`src/rtl/baudfrac_pkg.sv`:
```
package baudfrac_pkg;
  // Phase advance per clock: four quarter-steps make one whole clock.
  localparam int unsigned PHASE_STEP = 4;
endpackage

```
`src/rtl/baudfrac_divcap.sv`:
```
module baudfrac_divcap #(
  parameter int unsigned N_W = 15
) (
  input  logic           clk,
  input  logic           rst_n,
  input  logic [N_W-1:0] field_i,
  output logic [N_W-1:0] field_q,
  output logic           restart_o
);
  logic [N_W-1:0] field_d;

  always_comb begin
    restart_o = (field_i != field_q);
    field_d   = restart_o ? field_i : field_q;
  end

  always_ff @(posedge clk or negedge rst_n) begin
    if (!rst_n) begin
      field_q <= '0;
    end else begin
      field_q <= field_d;
    end
  end
endmodule

```
`src/rtl/baudfrac_phase.sv`:
```
module baudfrac_phase
  import baudfrac_pkg::*;
#(
  parameter int unsigned N_W = 15
) (
  input  logic           clk,
  input  logic           rst_n,
  input  logic           restart_i,
  input  logic [N_W-1:0] div_i,
  output logic           tick_o
);
  localparam int unsigned ACC_W = N_W + 1;

  logic [ACC_W-1:0] acc_q;
  logic [ACC_W-1:0] acc_d;
  logic [ACC_W-1:0] sum;
  logic [ACC_W-1:0] thresh;
  logic             tick_d;
  logic             tick_q;

  always_comb begin
    sum    = acc_q + ACC_W'(PHASE_STEP);
    thresh = {1'b0, div_i} + ACC_W'(PHASE_STEP);
    if (restart_i) begin
      acc_d  = '0;
      tick_d = 1'b0;
    end else if (sum >= thresh) begin
      acc_d  = sum - thresh;
      tick_d = 1'b1;
    end else begin
      acc_d  = sum;
      tick_d = 1'b0;
    end
  end

  always_ff @(posedge clk or negedge rst_n) begin
    if (!rst_n) begin
      acc_q  <= '0;
      tick_q <= 1'b0;
    end else begin
      acc_q  <= acc_d;
      tick_q <= tick_d;
    end
  end

  assign tick_o = tick_q;
endmodule

```
`src/rtl/baudfrac_tick.sv`:
```
module baudfrac_tick #(
  parameter int unsigned DIV_W    = 21,
  parameter int unsigned FRAC_LSB = 6
) (
  input  logic             clk,
  input  logic             rst_n,
  input  logic [DIV_W-1:0] div_reg,
  output logic             tick_o
);
  localparam int unsigned N_W = DIV_W - FRAC_LSB;

  logic [N_W-1:0] field_in;
  logic [N_W-1:0] field_q;
  logic           restart;

  // The low FRAC_LSB bits carry no weight and are dropped here.
  assign field_in = div_reg[DIV_W-1:FRAC_LSB];

  baudfrac_divcap #(.N_W(N_W)) u_divcap (
    .clk       (clk),
    .rst_n     (rst_n),
    .field_i   (field_in),
    .field_q   (field_q),
    .restart_o (restart)
  );

  baudfrac_phase #(.N_W(N_W)) u_phase (
    .clk       (clk),
    .rst_n     (rst_n),
    .restart_i (restart),
    .div_i     (field_q),
    .tick_o    (tick_o)
  );
endmodule

```
`config.mk`:
```
export PLATFORM = sky130hd
export DESIGN_NAME = baudfrac_tick
export DESIGN_NICKNAME = d
export VERILOG_FILES = /design/src/rtl/baudfrac_pkg.sv /design/src/rtl/baudfrac_divcap.sv /design/src/rtl/baudfrac_phase.sv /design/src/rtl/baudfrac_tick.sv
export SDC_FILE = /design/constraint.sdc
export NUM_CORES = 1
export LEC_CHECK = 0
export BUFFER_PORTS_ARGS = -buffer_cell sky130_fd_sc_hd__buf_2
export CAP_MARGIN = 40
export CORE_MARGIN = 4
export CORE_UTILIZATION = 50
export CTS_BUF_LIST = sky130_fd_sc_hd__clkbuf_4 sky130_fd_sc_hd__clkbuf_8 sky130_fd_sc_hd__clkbuf_16
export CTS_CLUSTER_DIAMETER = 100
export CTS_CLUSTER_SIZE = 10
export DETAILED_ROUTE_END_ITERATION = 7
export GPL_ROUTABILITY_DRIVEN = 0
export HOLD_SLACK_MARGIN = 0.12
export PLACE_DENSITY = 0.72
export SYNTH_ARGS = -nofsm -noshare
export SYNTH_HDL_FRONTEND = slang
export SYNTH_SLANG_ARGS = --single-unit
```
`constraint.sdc`:
```
create_clock -name clk -period 2.7 [get_ports clk]
set_clock_uncertainty 0.2 [all_clocks]
set_input_delay 0.54 -clock clk [delete_from_list [all_inputs] [get_ports clk]]
set_output_delay 0.54 -clock clk [all_outputs]
set_load 0.02 [all_outputs]
```
Yosys cells after proc, flatten, opt, wreduce, memory -nomap -nowiden --
Index checks and enable logic that the tools add are counted.
Storage, ports and cells: bits in registers 32, input bits 23, output and inout port bits 1, logic and storage cells 12
Operators by class: $add $sub $neg 3, order comparisons 1, equal/unequal tests 1, multiplexer cells 4
Operator list (number):
- $mux W16 | 2
- $add A15 B3 Y16 const B | 1
- $add A16 B3 Y16 const B | 1
- $ge A16 B16 Y1 | 1
- $sub A16 B16 Y16 | 1
- $ne A15 B15 Y1 | 1
- $mux W1 | 2

Longest topological paths before layout --
Gate-level depths: netlist (run 1).
depth after elaboration 4, gate-level depth with buffers 14, mapped depth without buffers 13

Cells and area by module --
Synthesis (run 1) repeated with hierarchy kept, for this count alone.
Unflattened totals: cells, all modules 295, area total of the unflattened synthesis 2678.8 µm²
Modules (own cells, without submodules):
- baudfrac_phase | instances 1, cells each 245, area each 2085.8 µm², seq. area each 425.4 µm²
- baudfrac_divcap | instances 1, cells each 50, area each 593.1 µm², seq. area each 375.4 µm²

Worst setup path after synthesis (run 1) --
No wires, ideal clock.
path type reg2reg, start register u_divcap.field_q[7], end register u_phase.acc_q[0], setup time 0.122 ns, data arrival time 2.528 ns, data required time 2.378 ns, slack -0.150 ns, cell stages (with the launch flop) 15, clock period less this slack 2.850 ns, path through dfrtp_1 > and3_1 > nand3_1 > nor2_1 > nand3_1 > xor2_1 > ha_1 > a21o_1 > a211o_1 > o22ai_2 > a31o_2 > buf_6 > nor2_1 > a21oi_1 > nor2_1
Between the ends: word-level cells in the longest chain between the ends 4, elaborated cells on any way between the ends 5, classes of those cells add/sub: 1; order compare: 1; eq/ne: 1; mux: 2
RTL lines:
- start, declared | RTL line baudfrac_divcap.sv:7 | output logic [N_W-1:0] field_q,
- start signal, assigned | RTL line baudfrac_divcap.sv:21 | field_q <= field_d;
- $add A15 B3 Y16 | RTL line baudfrac_phase.sv:23 | thresh = {1'b0, div_i} + ACC_W'(PHASE_STEP);
- $ge A16 B16 Y1 | RTL line baudfrac_phase.sv:27 | end else if (sum >= thresh) begin
- $mux W16 | RTL line baudfrac_phase.sv:27
- $mux W16 * | RTL line baudfrac_phase.sv:24 | if (restart_i) begin
- end signal, assigned | RTL line baudfrac_phase.sv:38 | acc_q <= '0;
- end signal, assigned | RTL line baudfrac_phase.sv:41 | acc_q <= acc_d;
- end, declared | RTL line baudfrac_phase.sv:14 | logic [ACC_W-1:0] acc_q;
Mark *: on every way between the ends. The rest lies on a longest branch, timed or not. A chain may end at the register's enable or synchronous reset.

Final worst setup path (run 1) --
start register u_divcap.field_q[2], end register u_phase.acc_q[0]
The elaborated chain is that of the path after synthesis.

==> reports/summary.json, run 1 <==
{
  "cpPeakStageDelay_ns": 0.38,
  "netlist.area_leader.share": 0.304,
  "m1WireLength_um": 3110,
  "dr_wl_met3_um": 340,
  "critPathLaunchType": "register",
  "post-route-worst-setup-slack_ns": -0.284,
  "numClockSinks": 32,
  "post_dp_cell_area_mm2": 0.00329,
  "drt.antenna.violating_nets": 0,
  "timing.critical_path.cells": "nand4_1 -> buf_4 -> nor2_4 -> nand3_2 -> xor2_2 -> ha_1 -> a21o_1 -> a211o_1 -> o22ai_4 -> a31o_4 -> buf_12 -> nor2_2 -> a21oi_2 -> nor2_1",
  "met2_wirelength_um": 4140,
  "synthAdderAreaFrac": 0.0980,
  "io_pins": 24,
  "multi_input_comb_area_mm2": 0.00204,
  "track_usage": 0.240,
  "synth_top_cells_by_area": "sky130_fd_sc_hd__dfrtp_1 30%, sky130_fd_sc_hd__ha_1 9.0%, sky130_fd_sc_hd__xor2_1 8.3%",
  "grt_pass1_vias": 2592,
  "clock_buffer_depth": 2,
  "net_count_final": 437,
  "worst-slew-pin-transition_ns": 0.678,
  "antennaDiodeCount": 0,
  "globalRouteOverflowTotal": 0,
  "layout.cell_area.non_filler_mm2": 0.00386,
  "numCtsBuffers": 5,
  "wl_per_cell_um": 17.0,
  "worst_ep_arrival_time_ns": 2.96,
  "finalHoldViolCount": 0,
  "tritoncts": "built",
  "cts_root_buffer": "sky130_fd_sc_hd__clkbuf_8",
  "synth-seq-cells": 32,
  "antenna_found_initial": 0,
  "timing.final.crit_share": 1.11,
  "synth-main-ff-cell": "sky130_fd_sc_hd__dfrtp_1",
  "critical_path.slowest_cell": "sky130_fd_sc_hd__dfrtp_1",
  "holdWs_ns": 0.175,
  "number_of_different_library_cells_in_the_post_synthesis_netlist": 45,
  "vias": 2645,
  "number_of_pins_exceeding_their_max_slew_limit_in_the_final_report": 0,
  "seq_area_frac_synth": 0.304,
  "fmaxAchievable_mhz": 335,
  "final.min_clock_period_ns": 2.98,
  "chipHeight_um": 80.5,
  "area_delta_synth_final_pct": 46.6,
  "netlist_area_mm2": 0.00263,
  "mappedNetlistNets": 349,
  "mux_cell_area_share_after_synthesis": 0,
  "drc_markers": 0,
  "min_path_type": "in -> reg",
  "dr.max_layer_used": "met4",
  "synth_top_family_by_area": "compound AO/OA/AOI/OAI gates",
  "post-layout-total-power_w": 0.00109,
  "path_class": "reg -> reg",
  "avg_vias_per_cell": 5.70,
  "power.density_mw_per_mm2": 282,
  "clock_tree.htree_level_count": 2,
  "end_kind": "register",
  "placement.setup.worst_slack_ns": -0.261,
  "cp.required_ns": 2.67,
  "ys.warnings.count": 0,
  "worst_skew_pair.late_latency_ns": 0.29,
  "static_leak_nw": 1.71,
  "outcome": "complete, but fails checks",
  "drv.max_cap_violation_count": 0,
  "avg_synthesized_cell_area_um2": 8.59,
  "synth_compound_area_frac": 0.191,
  "async_flop_share": 1.00,
  "yosys.area_share.simple": 0.187,
  "synth_enable_flop_cells": 0,
  "floorplan.initialDensity": 0.515,
  "synthTopCellsByCount": "32 x sky130_fd_sc_hd__dfrtp_1, 32 x sky130_fd_sc_hd__nand2_1, 30 x sky130_fd_sc_hd__nor2_1, 25 x sky130_fd_sc_hd__xor2_1, 23 x sky130_fd_sc_hd__xnor2_1",
  "timing.slew.headroom": 0.548,
  "worst_ir_drop_vdd_v": 0.000399,
  "die-area_mm2": 0.00648,
  "seqCellArea_um2": 801,
  "grt_start_max_net_pins": 33,
  "place.detailed.hpwl_um": 5130,
  "clkSlewWorstSetupHoldPaths_ns": 0.06,
  "grt_pass1_wl_um": 11900,
  "cp_max_fo": 6,
  "report.final.setup_viol": 17,
  "grt_setup_unrepaired": "true",
  "largest_area_contributor_in_the_synthesized_netlist": "sky130_fd_sc_hd__dfrtp_1",
  "fp.dieW_um": 80.5,
  "num-fill-cells": 307,
  "number_of_buffer_cells_added_on_primary_ports": 17,
  "drt_wl_total_um": 7910,
  "layout_cell_share_with_drive_strength_beyond_1": 0.470,
  "detail_route.first_pass.iterations": 5,
  "violations_in_the_final_reports": "negative setup slack",
  "syn-instance-count": 306,
  "core_area_mm2": 0.00511,
  "placement_rows": 26,
  "post_synth_xor_area_fraction": 0.160,
  "detail_route.iter0.violations": 185
}
==> cell usage in the layout (no fill, tap or decap), types with 3 or more instances in the layout <==
cell type / n
sky130_fd_sc_hd__a211o_1: 3
sky130_fd_sc_hd__a211oi_2: 11
sky130_fd_sc_hd__a21o_1: 4
sky130_fd_sc_hd__a21oi_1: 13
sky130_fd_sc_hd__a21oi_2: 7
sky130_fd_sc_hd__and3_1: 3
sky130_fd_sc_hd__buf_12: 3
sky130_fd_sc_hd__buf_2: 17
sky130_fd_sc_hd__buf_4: 76
sky130_fd_sc_hd__buf_6: 6
sky130_fd_sc_hd__clkbuf_8: 5
sky130_fd_sc_hd__dfrtp_1: 32
sky130_fd_sc_hd__ha_1: 15
sky130_fd_sc_hd__inv_1: 12
sky130_fd_sc_hd__nand2_1: 25
sky130_fd_sc_hd__nand2_2: 6
sky130_fd_sc_hd__nand2b_1: 4
sky130_fd_sc_hd__nand3_1: 8
sky130_fd_sc_hd__nand3_2: 7
sky130_fd_sc_hd__nand4_1: 6
sky130_fd_sc_hd__nor2_1: 20
sky130_fd_sc_hd__nor2_2: 8
sky130_fd_sc_hd__nor2_4: 3
sky130_fd_sc_hd__nor4_1: 3
sky130_fd_sc_hd__o211ai_1: 3
sky130_fd_sc_hd__o21ai_0: 5
sky130_fd_sc_hd__o21ai_1: 5
sky130_fd_sc_hd__xnor2_1: 16
sky130_fd_sc_hd__xnor2_2: 6
sky130_fd_sc_hd__xor2_1: 21
sky130_fd_sc_hd__xor2_2: 3
==> flip-flops by register name, summed over array words and instances (netlist names) <==
register,cells
u_phase.tick_o,1
u_divcap.field_q,15
u_phase.acc_q,16
==> cells by family after synthesis <==
group	after synthesis
and+or+nand+nor	105
AOI/OAI and AO/OA	66
xor gates and xnor gates	48
buffers and inverters	35
DFF	32
adders and majority gates	20
==> area by class of cell <==
| cell class | count | area share |
|---|---|---|
| clock buffers | 6 | 0.0198 |
| inverters | 13 | 0.0127 |
| clock inverters | 1 | 0.00130 |
| multi-input cells | 239 | 0.530 |
| repair buffers | 103 | 0.206 |
| well taps | 70 | 0.0227 |
| flip-flops and latches | 32 | 0.208 |
==> path summary, 6_finish.rpt <==
| check | from | end | slack, ns | cells after the start |
|---|---|---|---|---|
| max in group asynchronous | rst_n | u_phase.acc_q[14]$_DFF_PN0_ | 1.24 | 2 |
| min in group asynchronous | rst_n | u_divcap.field_q[1]$_DFFE_PN0N_ | 0.62 | 2 |
| hold / removal | div_reg[8] | u_divcap.field_q[2]$_DFFE_PN0N_ | 0.17 | 1 |
| hold reg to reg | u_phase.acc_q[0]$_DFFE_PN0P_ | u_phase.acc_q[0]$_DFFE_PN0P_ | 0.37 | 2 |
| setup reg to reg | u_divcap.field_q[2]$_DFFE_PN0N_ | u_phase.acc_q[0]$_DFFE_PN0P_ | -0.28 | 14 |
| setup / recovery | u_divcap.field_q[2]$_DFFE_PN0N_ | u_phase.acc_q[0]$_DFFE_PN0P_ | -0.28 | 14 |
==> layer usage <==
layer,GRT usage,up-vias
met1,0.274,1263
met3,0.0336,39
met5,0,-
met2,0.445,113
li1,-,1230
met4,0.0980,0
==> report_power, final <==
part | switching, W | internal (W) | leakage, nW | total (W)
Combinational | 0.000126 | 0.000108 | 1.26 | 0.000234
Clock | 0.000168 | 0.000185 | 0.0445 | 0.000353
Sequential | 0.0000111 | 0.000491 | 0.412 | 0.000502
==> repair_timing <==
| action | 4_1_cts | 5_1_grt |
|---|---|---|
| hold buffers | 1 | 0 |
| endpoints found under the hold margin | 26 | 0 |
| setup endpoints to repair | 17 | 17 |
| pin swaps | 18 | 24 |
| buffers inserted | 8 | 5 |
| gates resized for setup | 51 | 24 |
| cloned | 1 | 0 |
==> stage by stage <==
step | util | std cells | setup TNS (ns)
after floorplan | - | 306 | -0.0720
after global placement | 0.644 | 443 | -2.98
after detailed placement | 0.644 | 443 | -3.66
after CTS | 0.733 | 460 | -1.97
after global routing | 0.755 | 464 | -5.89
final | 0.755 | 464 | -3.89
==> critical path, delay by kind of cell, from the launching register on <==
kind,cells,cell delay (ns)
buffers and inverters,2,0.34
adder cells (fa/ha/maj),1,0.32
XOR/XNOR,1,0.17
AND/OR/NAND/NOR,5,0.45
flip-flops,1,0.38
AO/OA/AOI/OAI,5,1.00
Power figures use the tool's default switching activity.
==> run 2: changes to the inputs <==
--- a/config.mk
+++ b/config.mk
@@ -9,7 +9,6 @@
 export CAP_MARGIN = 40
 export CORE_MARGIN = 4
 export CORE_UTILIZATION = 50
-export CTS_BUF_LIST = sky130_fd_sc_hd__clkbuf_4 sky130_fd_sc_hd__clkbuf_8 sky130_fd_sc_hd__clkbuf_16
 export CTS_CLUSTER_DIAMETER = 100
 export CTS_CLUSTER_SIZE = 10
 export DETAILED_ROUTE_END_ITERATION = 7
==> run 2 against run 1 <==
- the flow still finishes with violations (negative setup slack)
- sequential power is essentially flat
- critical path depth shrank 2
- wire length grew 11%
- power grew 0.64%
- combinational power grew 8.5%
- clock power shrank 4%
- worst setup slack lost 0.053 ns
- global-route usage grew 1.4 points
- fmax shrank 1.8%
- critical path type unchanged
- highest routed layer unchanged
==> reports/summary.json, run 2 (same netlist as run 1, synthesis figures left out) <==
{
  "outcome": "complete, but fails checks",
  "violations_in_the_final_reports": "negative setup slack",
  "grt_pass1_vias": {"value": 2665, "change": "+2.8%"},
  "num-fill-cells": {"value": 296, "change": "-3.6%"},
  "power.density": {"value": 278, "unit": "mW/mm²", "change": "-1.5%"},
  "worst_ir_drop_vdd": {"value": 0.000386, "unit": "V", "change": "-3.3%"},
  "cp.required": {"value": 2.67, "unit": "ns", "change": "about the same"},
  "net_count_final": {"value": 436, "change": "-0.23%"},
  "largest_reg_flops": {"value": 16, "change": "unchanged"},
  "fmaxAchievable": {"value": 329, "unit": "MHz", "change": "-1.8%"},
  "fin_tns_setup": {"value": -4.85, "unit": "ns", "change": "-0.967 ns"},
  "drt.antenna.violating_nets": {"value": 0, "change": "unchanged"},
  "wl_per_cell": {"value": 19.0, "unit": "µm", "change": "+12%"},
  "worst_ep_arrival_time": {"value": 3.00, "unit": "ns", "change": "+0.04 ns"},
  "holdWs": {"value": 0.181, "unit": "ns", "change": "+0.00569 ns"},
  "clkSlewWorstSetupHoldPaths": {"value": 0.07, "unit": "ns", "change": "about the same"},
  "r2r_setup_slack": {"value": -0.34, "unit": "ns", "change": "-0.05 ns"},
  "number_of_pins_exceeding_their_max_slew_limit_in_the_final_report": {"value": 0, "change": "unchanged"},
  "numCtsBuffers": {"value": 5, "change": "unchanged"},
  "placement.setup.worst_slack": {"value": -0.261, "unit": "ns", "change": "unchanged"},
  "chipHeight": {"value": 80.5, "unit": "µm", "change": "unchanged"},
  "rr_endpoint": "u_phase.acc_q[0]$_DFFE_PN0P_",
  "grt_most_used_layer": "met2",
  "avg_vias_per_cell": {"value": 6.05, "change": "+6.1%"},
  "drt_wl_total": {"value": 8800, "unit": "µm", "change": "+11%"},
  "report.final.setup_viol": {"value": 17, "change": "unchanged"},
  "detail_route.first_pass.iterations": {"value": 6, "change": "+1"},
  "grt_util_met2": {"value": 0.455, "change": "+0.0108"},
  "cts_root_buffer": "sky130_fd_sc_hd__clkbuf_8",
  "detail_route.iter0.violations": {"value": 313, "change": "+69%"},
  "top_register": "u_phase.acc_q",
  "track_usage": {"value": 0.254, "change": "+0.0140"},
  "r2r-start": "u_phase.acc_q[2]$_DFF_PN0_",
  "floorplan.initialDensity": {"value": 0.515, "change": "unchanged"},
  "placement_rows": {"value": 26, "change": "unchanged"},
  "layout.cells.most_common_list": "75 x sky130_fd_sc_hd__buf_4, 32 x sky130_fd_sc_hd__dfrtp_1, 26 x sky130_fd_sc_hd__nand2_1, 21 x sky130_fd_sc_hd__xor2_1, 21 x sky130_fd_sc_hd__nor2_1",
  "grt_pass1_wl": {"value": 12600, "unit": "µm", "change": "+5.5%"},
  "dpl.cell_count": {"value": 443, "change": "unchanged"},
  "end_kind": "register",
  "multi_input_comb_area": {"value": 0.00212, "unit": "mm²", "change": "+3.8%"},
  "clock_buffer_depth": {"value": 2, "change": "unchanged"},
  "globalRouteOverflowTotal": {"value": 0, "change": "unchanged"},
  "core_area": {"value": 0.00511, "unit": "mm²", "change": "unchanged"},
  "antenna_found_initial": {"value": 0, "change": "unchanged"},
  "layout.cells.most_common": "sky130_fd_sc_hd__buf_4",
  "drv.max_cap_violation_count": {"value": 0, "change": "unchanged"},
  "seqCellArea": {"value": 801, "unit": "µm²", "change": "unchanged"},
  "globalRouteMet3Util": {"value": 0.0561, "change": "+0.0224"},
  "die-area": {"value": 0.00648, "unit": "mm²", "change": "unchanged"},
  "place.detailed.hpwl": {"value": 5130, "unit": "µm", "change": "unchanged"},
  "worst_skew_pair.late_latency": {"value": 0.29, "unit": "ns", "change": "about the same"},
  "post_layout_nonfiller_instances": {"value": 463, "change": "-0.22%"},
  "clock_tree.htree_level_count": {"value": 2, "change": "unchanged"},
  "min_path_type": "in -> reg",
  "post-route-worst-setup-slack": {"value": -0.338, "unit": "ns", "change": "-0.0534 ns"},
  "post-layout-total-power": {"value": 0.00110, "unit": "W", "change": "+0.64%"},
  "numClockSinks": {"value": 32, "change": "unchanged"},
  "static_leak": {"value": 1.71, "unit": "nW", "change": "about the same"},
  "fp.dieW": {"value": 80.5, "unit": "µm", "change": "unchanged"},
  "grt_start_max_net_pins": {"value": 33, "change": "unchanged"},
  "timing.final.crit_share": {"value": 1.13, "change": "+0.0198"},
  "critPathLaunchType": "register",
  "met1_grt_util": {"value": 0.286, "change": "+0.0119"},
  "setup.worst_path.end": "u_phase.acc_q[0]$_DFFE_PN0P_",
  "cp_max_fo": {"value": 5, "change": "-1"},
  "tritoncts": "built",
  "path_class": "reg -> reg",
  "crit_path_start": "u_phase.acc_q[2]$_DFF_PN0_",
  "worst-slew-pin-transition": {"value": 0.694, "unit": "ns", "change": "+0.0162 ns"},
  "finalHoldViolCount": {"value": 0, "change": "unchanged"},
  "vias": {"value": 2800, "change": "+5.9%"},
  "io_pins": {"value": 24, "change": "unchanged"},
  "antennaDiodeCount": {"value": 0, "change": "unchanged"},
  "layout_cell_share_with_drive_strength_beyond_1": {"value": 0.476, "change": "+0.00628"},
  "timing.reg2reg.worst_path_depth": {"value": 12, "change": "-2"},
  "area_delta_synth_final_pct": 49.8,
  "grt_setup_unrepaired": "true",
  "final.min_clock_period": {"value": 3.04, "unit": "ns", "change": "+0.0534 ns"},
  "timing.slew.headroom": {"value": 0.537, "change": "-0.0108"},
  "drc_markers": {"value": 0, "change": "unchanged"},
  "number_of_buffer_cells_added_on_primary_ports": {"value": 17, "change": "unchanged"}
}
==> run 2: changes by cell type in the layout (fill, tap and decap cells not counted), sizes merged <==
cell  previous run  this run
buf            102       101
==> run 2: per-layer routing <==
metal | vias to the layer above | wire, µm | share of wire
met5 | - | 0 | 0
met4 | 0 | 446 | 0.051
met3 | 53 | 564 | 0.064
met2 | 170 | 4370 | 0.50
met1 | 1344 | 3420 | 0.39
li1 | 1233 | - | -
==> run 2: timing repair <==
| item | CTS | global route |
|---|---|---|
| hold buffers | 1 | 0 |
| pin swaps | 19 | 18 |
| cloned | 1 | 0 |
| resized for setup | 55 | 27 |
| hold endpoints to repair | 26 | 0 |
| buffers inserted | 8 | 3 |
| endpoints found under the setup margin | 17 | 17 |
==> run 2: critical path, stage by stage (launching register included) <==
cell	delay (ns)
sky130_fd_sc_hd__dfrtp_1	0.40
sky130_fd_sc_hd__buf_4	0.14
sky130_fd_sc_hd__nand3_1	0.08
sky130_fd_sc_hd__xnor2_1	0.27
sky130_fd_sc_hd__ha_1	0.34
sky130_fd_sc_hd__a21oi_1	0.11
sky130_fd_sc_hd__o211ai_1	0.38
sky130_fd_sc_hd__a41oi_4	0.25
sky130_fd_sc_hd__a31o_4	0.31
sky130_fd_sc_hd__buf_12	0.13
sky130_fd_sc_hd__buf_16	0.12
sky130_fd_sc_hd__a21oi_2	0.11
sky130_fd_sc_hd__nor2_1	0.06
==> run 2: through the flow <==
step           utilization  area (µm²)
4_1_cts              0.739        3770
3_3_place_gp         0.644        3290
2_1_floorplan            -        2660
3_5_place_dp         0.644        3290
6_report             0.771        3940
5_1_grt              0.771        3940
==> run 2: worst min-delay path by stage <==
stage                                            endpoint  depth (start not counted)                    startpoint  slack [ns]
after floorplan           u_divcap.field_q[0]$_DFFE_PN0N_                          0                         rst_n        0.04
after global placement       u_phase.acc_q[0]$_DFFE_PN0P_                          2  u_phase.acc_q[0]$_DFFE_PN0P_        0.30
after detailed placement     u_phase.acc_q[0]$_DFFE_PN0P_                          2  u_phase.acc_q[0]$_DFFE_PN0P_        0.32
after CTS                 u_divcap.field_q[2]$_DFFE_PN0N_                          1                    div_reg[8]        0.18
after global routing      u_divcap.field_q[2]$_DFFE_PN0N_                          1                    div_reg[8]        0.17
final                     u_divcap.field_q[2]$_DFFE_PN0N_                          1                    div_reg[8]        0.18
==> run 2: final cells by class <==
class,count,share of cell area
inverters,13,0.0124
clock buffers,6,0.0184
clock inverters,1,0.00127
well taps,70,0.0222
repair buffers,102,0.204
multi-input cells,239,0.539
flip-flops and latches,32,0.203
==> run 2: power breakdown <==
part	switching [W]	internal (W)	total, W
combinational	0.000138	0.000115	0.000254
clock	0.000166	0.000175	0.000340
sequential	0.0000111	0.000491	0.000502
==> run 3: changes to the inputs <==
--- a/config.mk
+++ b/config.mk
@@ -14,7 +14,7 @@
 export DETAILED_ROUTE_END_ITERATION = 7
 export GPL_ROUTABILITY_DRIVEN = 0
 export HOLD_SLACK_MARGIN = 0.12
-export PLACE_DENSITY = 0.72
+export PLACE_DENSITY = 0.69
 export SYNTH_ARGS = -nofsm -noshare
 export SYNTH_HDL_FRONTEND = slang
 export SYNTH_SLANG_ARGS = --single-unit
==> constraint.sdc (replaced) <==
create_clock -name clk -period 3.1 [get_ports clk]
set_clock_uncertainty 0.2 [all_clocks]
set_input_delay 0.62 -clock clk [delete_from_list [all_inputs] [get_ports clk]]
set_output_delay 0.62 -clock clk [all_outputs]
set_load 0.02 [all_outputs]
==> run 3 against run 2 <==
- largest power group unchanged
- highest routed layer unchanged
- the run still ends with negative setup slack left
- clock-buffer cell count did not move
- sequential share of layout area rose by 3.3 points
- critical path type unchanged
- clock power fell by 5%
- sequential cell count did not move
- register-to-register slack improved by 0.33 ns
- cell count fell by 11%
- wire length fell by 27%
- critical path depth rose by 2
- combinational power fell by 35%
==> reports/summary.json, run 3 (same netlist as run 1, synthesis figures left out) <==
{
  "grt_start_max_net_pins": {"value": 33, "change": "unchanged"},
  "top_register": "u_phase.acc_q",
  "path_class": "reg -> reg",
  "vias": {"value": 2304, "change": "-18%"},
  "wl_per_cell": {"value": 15.7, "unit": "µm", "change": "-18%"},
  "end_kind": "register",
  "placement.setup.worst_slack": {"value": 0.0431, "unit": "ns", "change": "+0.304 ns"},
  "timing.slew.headroom": {"value": 0.556, "change": "+0.0191"},
  "fin_tns_setup": {"value": -0.0112, "unit": "ns", "change": "+4.84 ns"},
  "area_delta_synth_final_pct": 29.3,
  "power.density": {"value": 273, "unit": "mW/mm²", "change": "-1.9%"},
  "fp.dieW": {"value": 80.5, "unit": "µm", "change": "unchanged"},
  "number_of_buffer_cells_added_on_primary_ports": {"value": 17, "change": "unchanged"},
  "fmaxAchievable": {"value": 322, "unit": "MHz", "change": "-2.2%"},
  "avg_vias_per_cell": {"value": 5.62, "change": "-7.1%"},
  "post-route-worst-setup-slack": {"value": -0.00735, "unit": "ns", "change": "+0.330 ns"},
  "rr_endpoint": "u_phase.acc_q[8]$_DFF_PN0_",
  "layout_cell_share_with_drive_strength_beyond_1": {"value": 0.350, "change": "-0.126"},
  "track_usage": {"value": 0.181, "change": "-0.0730"},
  "drt.antenna.violating_nets": {"value": 0, "change": "unchanged"},
  "r2r-start": "u_phase.acc_q[5]$_DFF_PN0_",
  "report.final.setup_viol": {"value": 2, "change": "-15"},
  "worst_skew_pair.late_latency": {"value": 0.28, "unit": "ns", "change": "about the same"},
  "timing.final.crit_share": {"value": 1.00, "change": "-0.123"},
  "num-fill-cells": {"value": 395, "change": "+33%"},
  "globalRouteOverflowTotal": {"value": 0, "change": "unchanged"},
  "post_dp_cell_area": {"value": 0.00282, "unit": "mm²", "change": "-14%"},
  "critical-path-top-delay-family": "compound AO/OA/AOI/OAI gates",
  "violations_in_the_final_reports": "negative setup slack",
  "post_layout_nonfiller_instances": {"value": 410, "change": "-11%"},
  "io_pins": {"value": 24, "change": "unchanged"},
  "number_of_pins_exceeding_their_max_slew_limit_in_the_final_report": {"value": 0, "change": "unchanged"},
  "chipHeight": {"value": 80.5, "unit": "µm", "change": "unchanged"},
  "dpl.cell_count": {"value": 386, "change": "-13%"},
  "place.detailed.hpwl": {"value": 4320, "unit": "µm", "change": "-16%"},
  "numCtsBuffers": {"value": 5, "change": "unchanged"},
  "outcome": "complete, but fails checks",
  "die-area": {"value": 0.00648, "unit": "mm²", "change": "unchanged"},
  "finalHoldViolCount": {"value": 0, "change": "unchanged"},
  "worst_ir_drop_vdd": {"value": 0.000318, "unit": "V", "change": "-18%"},
  "antenna_found_initial": {"value": 0, "change": "unchanged"},
  "net_count_final": {"value": 382, "change": "-12%"},
  "static_leak": {"value": 1.43, "unit": "nW", "change": "-17%"},
  "min_path_type": "in -> async",
  "clock_tree.htree_level_count": {"value": 2, "change": "unchanged"},
  "clock_buffer_depth": {"value": 2, "change": "unchanged"},
  "timing.reg2reg.worst_path_depth": {"value": 14, "change": "+2"},
  "core_area": {"value": 0.00511, "unit": "mm²", "change": "unchanged"},
  "drv.max_cap_violation_count": {"value": 0, "change": "unchanged"},
  "holdWs": {"value": 0.168, "unit": "ns", "change": "-0.0127 ns"},
  "cp.required": {"value": 3.09, "unit": "ns", "change": "+0.42 ns"},
  "grt_pass1_wl": {"value": 9070, "unit": "µm", "change": "-28%"},
  "worst_ep_arrival_time": {"value": 3.10, "unit": "ns", "change": "+0.10 ns"},
  "layout.cell_area.non_filler": {"value": 0.00340, "unit": "mm²", "change": "-14%"},
  "detail_route.first_pass.iterations": {"value": 5, "change": "-1"},
  "drt_wl_total": {"value": 6420, "unit": "µm", "change": "-27%"},
  "numClockSinks": {"value": 32, "change": "unchanged"},
  "grt_setup_unrepaired": "true",
  "cts_root_buffer": "sky130_fd_sc_hd__clkbuf_8",
  "cpPeakStageDelay": {"value": 0.41, "unit": "ns", "change": "about the same"},
  "layout.cells.most_common": "sky130_fd_sc_hd__nand2_1",
  "final.min_clock_period": {"value": 3.11, "unit": "ns", "change": "+0.0698 ns"},
  "critical_path.slowest_cell": "sky130_fd_sc_hd__dfrtp_1",
  "placement_rows": {"value": 26, "change": "unchanged"},
  "tritoncts": "built",
  "floorplan.initialDensity": {"value": 0.515, "change": "unchanged"},
  "cp_max_fo": {"value": 5, "change": "unchanged"},
  "grt_pass1_vias": {"value": 2047, "change": "-23%"},
  "antennaDiodeCount": {"value": 0, "change": "unchanged"},
  "worst-slew-pin-transition": {"value": 0.666, "unit": "ns", "change": "-0.0286 ns"},
  "layout.cells.most_common_list": "31 x sky130_fd_sc_hd__nand2_1, 29 x sky130_fd_sc_hd__dfrtp_1, 24 x sky130_fd_sc_hd__buf_4, 23 x sky130_fd_sc_hd__xor2_1, 19 x sky130_fd_sc_hd__nor2_1",
  "clkSlewWorstSetupHoldPaths": {"value": 0.06, "unit": "ns", "change": "about the same"},
  "detail_route.iter0.violations": {"value": 107, "change": "-66%"},
  "timing.critical_path.cells": "nand4_1 -> nor2_2 -> and2_4 -> nand3_4 -> xnor2_4 -> ha_4 -> a21o_1 -> a211o_1 -> o22ai_4 -> buf_6 -> a31oi_4 -> clkbuf_16 -> nor2_4 -> a211oi_2",
  "drc_markers": {"value": 0, "change": "unchanged"},
  "largest_reg_flops": {"value": 16, "change": "unchanged"},
  "critPathLaunchType": "register",
  "crit_buf_inv": {"value": 2, "change": "-1"},
  "r2r_setup_slack": {"value": -0.007, "unit": "ns", "change": "+0.33 ns"}
}
==> run 3: per-layer routing <==
layer / routed length, µm / GRT usage / vias to the layer above
met3: 318 / 0.0348 / 21
li1: - / - / 1133
met5: 0 / 0 / -
met4: 210 / 0.0693 / 0
met2: 3180 / 0.300 / 82
met1: 2710 / 0.232 / 1068
==> run 3: timing repair <==
action                                  4_1_cts  5_1_grt
setup buffers                                 0       13
hold buffers                                  0        0
endpoints found under the setup margin        0       16
gates resized for setup                       0       63
hold endpoints to repair                      0        0
==> run 3: worst max path at each step <==
stage                     slack [ns]                       startpoint                      endpoint  cells past startpoint
after global routing           -0.16       u_phase.acc_q[5]$_DFF_PN0_    u_phase.acc_q[8]$_DFF_PN0_                     14
after floorplan                 0.25  u_divcap.field_q[7]$_DFFE_PN0N_  u_phase.acc_q[0]$_DFFE_PN0P_                     14
after global placement          0.07       u_phase.acc_q[5]$_DFF_PN0_   u_phase.acc_q[15]$_DFF_PN0_                     12
final                         -0.007       u_phase.acc_q[5]$_DFF_PN0_    u_phase.acc_q[8]$_DFF_PN0_                     14
after CTS                      0.001       u_phase.acc_q[5]$_DFF_PN0_   u_phase.acc_q[15]$_DFF_PN0_                     12
after detailed placement        0.04       u_phase.acc_q[5]$_DFF_PN0_   u_phase.acc_q[15]$_DFF_PN0_                     12
==> run 3: area by class of cell <==
type | count | area [µm²] | area share
multi-input cells | 240 | 2000 | 0.588
flip-flops and latches | 32 | 805 | 0.237
repair buffers | 47 | 369 | 0.109
well taps | 70 | 87.6 | 0.0258
clock buffers | 6 | 82.6 | 0.0243
inverters | 13 | 48.8 | 0.0143
clock inverters | 2 | 10.0 | 0.00294
==> run 3: report_power, final <==
| group | internal, W | switching (W) |
|---|---|---|
| Clock | 0.000177 | 0.000145 |
| Combinational | 0.0000718 | 0.0000925 |
| Sequential | 0.000428 | 0.0000137 |
| Total | 0.000677 | 0.000251 |
==> run 3: through the flow <==
step	power, W	utilization
6_report	0.000928	0.666
4_1_cts	0.000909	0.570
5_1_grt	0.000981	0.666
3_5_place_dp	0.000584	0.552
3_3_place_gp	0.000582	0.552
2_1_floorplan	0.000543	-
